[config.mk]
export PLATFORM = sky130hd
export DESIGN_NAME = rom_rd_ctrl
export DESIGN_NICKNAME = d
export VERILOG_FILES = /design/src/rtl/rom_rd_pkg.sv /design/src/rtl/rom_rd_wait.sv /design/src/rtl/rom_rd_addr.sv /design/src/rtl/rom_rd_lane.sv /design/src/rtl/rom_rd_ctrl.sv
export SDC_FILE = /design/constraint.sdc
export NUM_CORES = 1
export LEC_CHECK = 0
export ABC_AREA = 1
export BUFFER_PORTS_ARGS = -buffer_cell sky130_fd_sc_hd__buf_2
export CAP_MARGIN = 0
export CORE_MARGIN = 5
export CORE_UTILIZATION = 24
export CTS_BUF_LIST = sky130_fd_sc_hd__clkbuf_4 sky130_fd_sc_hd__clkbuf_8
export CTS_CLUSTER_SIZE = 40
export DETAILED_ROUTE_END_ITERATION = 8
export GPL_TIMING_DRIVEN = 1
export PLACE_DENSITY_LB_ADDON = 0.12
export SLEW_MARGIN = 40
export SYNTH_ARGS = -nofsm -noshare
export SYNTH_HDL_FRONTEND = slang
export SYNTH_SLANG_ARGS = --single-unit
[constraint.sdc]
create_clock -name clk_i -period 3.4 [get_ports clk_i]
set_input_delay 0.68 -clock clk_i [delete_from_list [all_inputs] [get_ports clk_i]]
set_output_delay 0.68 -clock clk_i [all_outputs]
set_load 0.005 [all_outputs]
[src/rtl/rom_rd_pkg.sv]
`timescale 1ns/1ps
package rom_rd_pkg;
  typedef enum logic [1:0] {ST_IDLE, ST_MODE, ST_ACC, ST_FLT} rd_state_e;

  // wait cycles for an interval: ceil(t/p) plus one margin cycle
  function automatic int unsigned wait_cycles(int unsigned t_ns, int unsigned p_ns);
    return (t_ns + p_ns - 1) / p_ns + 1;
  endfunction

  function automatic int unsigned max2(int unsigned a, int unsigned b);
    return (a > b) ? a : b;
  endfunction
endpackage

[src/rtl/rom_rd_wait.sv]
`timescale 1ns/1ps
module rom_rd_wait #(
  parameter int unsigned W = 4
) (
  input  logic         clk_i,
  input  logic         rst_ni,
  input  logic         load_i,
  input  logic [W-1:0] val_i,
  output logic         done_o
);
  logic [W-1:0] cnt_q;

  always_ff @(posedge clk_i or negedge rst_ni) begin
    if (!rst_ni)               cnt_q <= '0;
    else if (load_i)           cnt_q <= val_i;
    else if (cnt_q != '0)      cnt_q <= cnt_q - 1'b1;
  end

  assign done_o = (cnt_q == '0);
endmodule

[src/rtl/rom_rd_addr.sv]
`timescale 1ns/1ps
module rom_rd_addr #(
  parameter int unsigned AW = 21
) (
  input  logic [AW:0]   addr_i,
  input  logic          wide_i,
  output logic [AW-1:0] word_o,
  output logic          lsb_o,
  output logic          hole_o
);
  assign word_o = addr_i[AW:1];
  assign lsb_o  = addr_i[0] & ~wide_i;
  // top two word-address bits both set: no stored data
  assign hole_o = &addr_i[AW -: 2];
endmodule

[src/rtl/rom_rd_lane.sv]
`timescale 1ns/1ps
module rom_rd_lane #(
  parameter int unsigned DW = 16
) (
  input  logic          wide_i,
  input  logic [DW-2:0] bus_i,
  input  logic          top_i,
  output logic [DW-1:0] data_o
);
  localparam int unsigned BW = DW / 2;

  for (genvar i = 0; i < DW; i++) begin : g_bit
    if (i < BW) begin : g_low
      assign data_o[i] = bus_i[i];
    end else if (i == DW - 1) begin : g_top
      assign data_o[i] = wide_i & top_i;
    end else begin : g_high
      assign data_o[i] = wide_i & bus_i[i];
    end
  end
endmodule

[src/rtl/rom_rd_ctrl.sv]
`timescale 1ns/1ps
module rom_rd_ctrl
  import rom_rd_pkg::*;
#(
  parameter int unsigned AW            = 21,
  parameter int unsigned DW            = 16,
  parameter int unsigned CLK_PERIOD_NS = 10,
  parameter int unsigned T_ADDR_NS     = 120,
  parameter int unsigned T_CE_NS       = 120,
  parameter int unsigned T_OE_NS       = 60,
  parameter int unsigned T_CYC_NS      = 120,
  parameter int unsigned T_FLOAT_NS    = 50,
  parameter bit          RST_WIDE      = 1'b1
) (
  input  logic          clk_i,
  input  logic          rst_ni,
  input  logic          req_i,
  output logic          rdy_o,
  input  logic          mode_i,
  input  logic [AW:0]   addr_i,
  output logic          rsp_vld_o,
  output logic [DW-1:0] rsp_data_o,
  output logic          rsp_err_o,
  output logic          rom_ce_no,
  output logic          rom_oe_no,
  output logic          rom_wide_o,
  output logic [AW-1:0] rom_addr_o,
  output logic          rom_lsb_o,
  output logic          rom_lsb_oe_o,
  input  logic          rom_d15_i,
  input  logic [DW-2:0] rom_data_i
);
  localparam int unsigned N_ACC = max2(max2(wait_cycles(T_ADDR_NS, CLK_PERIOD_NS),
                                            wait_cycles(T_CE_NS, CLK_PERIOD_NS)),
                                       max2(wait_cycles(T_OE_NS, CLK_PERIOD_NS),
                                            wait_cycles(T_CYC_NS, CLK_PERIOD_NS)));
  localparam int unsigned N_FLT = wait_cycles(T_FLOAT_NS, CLK_PERIOD_NS);
  localparam int unsigned CW    = $clog2(max2(N_ACC, N_FLT) + 1);

  rd_state_e     state_q;
  logic          wide_q;
  logic [AW-1:0] addr_q;
  logic          lsb_q;
  logic          hole_q;
  logic          vld_q;
  logic [DW-1:0] data_q;
  logic          err_q;

  logic [AW-1:0] word_w;
  logic          lsb_w;
  logic          hole_w;
  logic [DW-1:0] lane_w;
  logic          ld_w;
  logic [CW-1:0] ld_val_w;
  logic          done_w;
  logic          accept_w;

  rom_rd_addr #(.AW(AW)) u_addr (
    .addr_i (addr_i),
    .wide_i (mode_i),
    .word_o (word_w),
    .lsb_o  (lsb_w),
    .hole_o (hole_w)
  );

  rom_rd_lane #(.DW(DW)) u_lane (
    .wide_i (wide_q),
    .bus_i  (rom_data_i),
    .top_i  (rom_d15_i),
    .data_o (lane_w)
  );

  rom_rd_wait #(.W(CW)) u_wait (
    .clk_i  (clk_i),
    .rst_ni (rst_ni),
    .load_i (ld_w),
    .val_i  (ld_val_w),
    .done_o (done_w)
  );

  assign accept_w = (state_q == ST_IDLE) && req_i;

  always_comb begin
    ld_w     = 1'b0;
    ld_val_w = '0;
    unique case (state_q)
      ST_IDLE: if (req_i) begin
        ld_w     = 1'b1;
        ld_val_w = (mode_i != wide_q) ? CW'(N_FLT - 1) : CW'(N_ACC - 1);
      end
      ST_MODE: if (done_w) begin
        ld_w     = 1'b1;
        ld_val_w = CW'(N_ACC - 1);
      end
      ST_ACC: if (done_w) begin
        ld_w     = 1'b1;
        ld_val_w = CW'(N_FLT - 1);
      end
      default: ;
    endcase
  end

  always_ff @(posedge clk_i or negedge rst_ni) begin
    if (!rst_ni) begin
      state_q <= ST_IDLE;
      wide_q  <= RST_WIDE;
      addr_q  <= '0;
      lsb_q   <= 1'b0;
      hole_q  <= 1'b0;
      vld_q   <= 1'b0;
      data_q  <= '0;
      err_q   <= 1'b0;
    end else begin
      vld_q <= 1'b0;
      unique case (state_q)
        ST_IDLE: if (accept_w) begin
          addr_q <= word_w;
          lsb_q  <= lsb_w;
          hole_q <= hole_w;
          if (mode_i != wide_q) begin
            // strap flips with the ROM deselected, then float time elapses
            wide_q  <= mode_i;
            state_q <= ST_MODE;
          end else begin
            state_q <= ST_ACC;
          end
        end
        ST_MODE: if (done_w) state_q <= ST_ACC;
        ST_ACC: if (done_w) begin
          data_q  <= lane_w;
          err_q   <= hole_q;
          vld_q   <= 1'b1;
          state_q <= ST_FLT;
        end
        ST_FLT: if (done_w) state_q <= ST_IDLE;
        default: state_q <= ST_IDLE;
      endcase
    end
  end

  assign rdy_o        = (state_q == ST_IDLE);
  assign rsp_vld_o    = vld_q;
  assign rsp_data_o   = data_q;
  assign rsp_err_o    = err_q;
  assign rom_ce_no    = (state_q != ST_ACC);
  assign rom_oe_no    = (state_q != ST_ACC);
  assign rom_wide_o   = wide_q;
  assign rom_addr_o   = addr_q;
  assign rom_lsb_o    = lsb_q;
  assign rom_lsb_oe_o = ~wide_q && (state_q != ST_MODE);
endmodule

==> results.sh <==
export IMPL_cts_setup_buffers=0
export IMPL_port_buffer_count=86
export IMPL_rr_worst_depth=9
export IMPL_yosys_warnings=0
export IMPL_crit_type="reg -> reg"
export IMPL_io_pins=87
export IMPL_num_fill_cells=937
export IMPL_synthMuxAreaShare=0
export IMPL_crit_family="buffers and inverters"
export IMPL_start_util=0.244
export IMPL_seq_area_frac_synth=0.571
export IMPL_fin_util=0.316
export IMPL_grt_pass1_vias=1833
export IMPL_drc=0
export IMPL_hpwl_mm=3.92
export IMPL_synth_fa_ha_area_frac=0.0297
export IMPL_r2r_end="u_wait.cnt_q[3]"
export IMPL_leakage_nw=1.56
export IMPL_die_w_um=104
export IMPL_ir_drop_v=0.000277
export IMPL_die_h_um=104
export IMPL_synth_seq_cells=48
export IMPL_num_vias=1800
export IMPL_postRouteAntennaNets=0
export IMPL_syn_nets=294
export IMPL_grt_max_degree=35
export IMPL_gp_congestion=0.714
export IMPL_dr_pass1_iters=4
export IMPL_syn_inst=247
export IMPL_rsz0062_at_grt="no"
export IMPL_stdcell_area_sq_mm=0.00273
export IMPL_finalWirelength_mm=5.53
export IMPL_cts_root_buf="clkbuf_8"
export IMPL_clock_latency_ns=0.30
export IMPL_finalClockSkew_ns=0.00314
export IMPL_crit_arrival_ns=2.33
export IMPL_clkSinkCount=48
export IMPL_place_area_sq_mm=0.00263
export IMPL_grt_pass1_wl_mm=9.19
export IMPL_layout_common_cells="123 x nand2_1, 85 x buf_2, 47 x dfrtp_1, 15 x inv_1, 11 x o21ai_1"
export IMPL_syn_to_final_growth_pct=29.6
export IMPL_drv_slew=0
export IMPL_cts_tree="built"
export IMPL_crit_start="state_q[0]"
export IMPL_critPathMaxFanout=29
export IMPL_timing_rr_start="state_q[0]"
export IMPL_drv_cap=0
export IMPL_finalHoldViolations=0
export IMPL_dieArea_sq_mm=0.0107
export IMPL_routedWlPerCell_um=12.5
export IMPL_worstSetupEndpointType="flip-flop"
export IMPL_synth_xor_area_frac=0.00416
export IMPL_antenna_found_initial=0
export IMPL_required_ns=3.63
export IMPL_p_per_area_mw_per_mm2=900
export IMPL_cpPeakStageDelay_ns=0.54
export IMPL_min_period_ns=2.10
export IMPL_start_kind="flip-flop"
export IMPL_via_per_inst=4.08
export IMPL_clk_pin_slew_ns=0.09
export IMPL_crit_end="u_wait.cnt_q[3]"
export IMPL_fp_row_count=34
export IMPL_status="finished clean"
export IMPL_synth_top_family_by_area="simple AND/OR/NAND/NOR gates"
export IMPL_antenna_cells=0
export IMPL_syn_area_sq_mm=0.00210
export IMPL_final_period_utilization=0.618
export IMPL_path_cells="inv_1, ha_1, nand2_1, buf_4, inv_1, nand3_1, nand2_1, nand3_1, a21oi_1"
export IMPL_avgSynthCellArea_sq_um=8.52
export IMPL_overflow=0
export IMPL_crit_buf_inv=3
export IMPL_cts_buffers=5
export IMPL_synthSimpleGateAreaFrac=0.274
export IMPL_reg2reg_slack_ns=1.30
export IMPL_synth_cell_types=24
export IMPL_drt_initial_drc_count=67
export IMPL_cts_hold_buffers=0
export IMPL_timing_fmax_mhz=476
export IMPL_finalNetCount=379
export IMPL_slowest_stage="inv_1"
export IMPL_cts_resized=0
export IMPL_grt_usage=0.103
export IMPL_hp_class="in -> async"
export IMPL_worstSetupPathDepth=9
export IMPL_slew_headroom=0.551
export IMPL_synth_compound_area_frac=0.0612
export IMPL_worstMarginPinSlew_ns=0.673
export IMPL_drive_gt1_frac=0.318
export IMPL_power_mw=2.45
export IMPL_cts_buffer_depth=2
export IMPL_setup_tns_ns=0
export IMPL_core_area_sq_mm=0.00864
export IMPL_final_common_cell="nand2_1"
export IMPL_finalSetupViolations=0
export IMPL_ctsHtreeMaxLevel=2
-- how the worst min path moves through the flow --
| stage | start | end | slack (ns) | cells after the start |
|---|---|---|---|---|
| 2_1_floorplan | rst_ni | hole_q | 0.38 | 0 |
| 3_3_place_gp | rsp_data_o[15] | rsp_data_o[15] | 0.46 | 2 |
| 3_5_place_dp | rom_addr_o[9] | rom_addr_o[9] | 0.46 | 2 |
| 4_1_cts | rst_ni | rsp_data_o[12] | 0.32 | 1 |
| 5_1_grt | rst_ni | rsp_data_o[12] | 0.34 | 1 |
| 6_report | rst_ni | rsp_data_o[12] | 0.31 | 1 |
-- per-layer routing --
metal  vias up  global-route usage  wire (um)
met3         4              0.0342        380
met4         0              0.0309         52
met2        68               0.153       2380
li1        924                   -          -
met5         -                   0          0
met1       804               0.143       2720
-- per-stage QoR --
step / worst slack, ns / hold WS (ns) / std cells
floorplan: 1.81 / 0.384 / 247
global placement: 1.30 / 0.460 / 433
detailed placement: 1.24 / 0.461 / 433
CTS: 1.25 / 0.323 / 441
global route: 1.04 / 0.343 / 441
finish: 1.30 / 0.311 / 441
-- sequential cells by signal, indices dropped and copies added, names as in the netlist --
register      count
rsp_err_o         1
rsp_data_o       16
hole_q            1
u_wait.cnt_q      4
rom_lsb_o         1
rom_addr_o       21
rom_wide_o        1
rsp_vld_o         1
state_q           2
-- kinds of logic after synthesis --
family,after synthesis
fa+ha+maj,5
compound gates,22
flops,48
buf+inv,28
xor+xnor,1
simple gates,143
-- area by class of cell --
type	count	area (sq um)	area share
clock inverter	1	7.51	0.00275
timing repair buffer	88	448	0.164
inverter	18	67.6	0.0248
multi-input combinational	171	777	0.285
clock buffer	7	90.1	0.0330
tap	108	135	0.0495
sequential	48	1200	0.441
-- power by group --
group	switching, mW	internal, mW	leakage, nW
combinational	0.605	0.456	0.921
clock	0.204	0.174	0.0479
sequential	0.167	0.848	0.593
-- synth_stat cells --
library cell | n | area, sq um
nand2_1 | 123 | 462
nor2_4 | 1 | 11.3
nand2_2 | 3 | 18.8
xnor2_1 | 1 | 8.76
a21oi_4 | 1 | 16.3
clkbuf_1 | 1 | 3.75
buf_4 | 1 | 7.51
a21oi_1 | 4 | 20.0
o21ai_0 | 4 | 20.0
inv_1 | 15 | 56.3
o21ai_2 | 1 | 8.76
dfstp_2 | 1 | 26.3
o21ai_1 | 11 | 55.1
dfrtp_1 | 47 | 1180
ha_1 | 5 | 62.6
inv_2 | 2 | 7.51
nand4_1 | 1 | 6.26
nand3_1 | 7 | 35.0
a22o_1 | 1 | 8.76
buf_6 | 1 | 11.3
nand3_4 | 1 | 17.5
nor2_1 | 7 | 26.3
clkinv_1 | 1 | 3.75
buf_2 | 7 | 35.0
No activity file was read; power rests on OpenSTA's default activity.
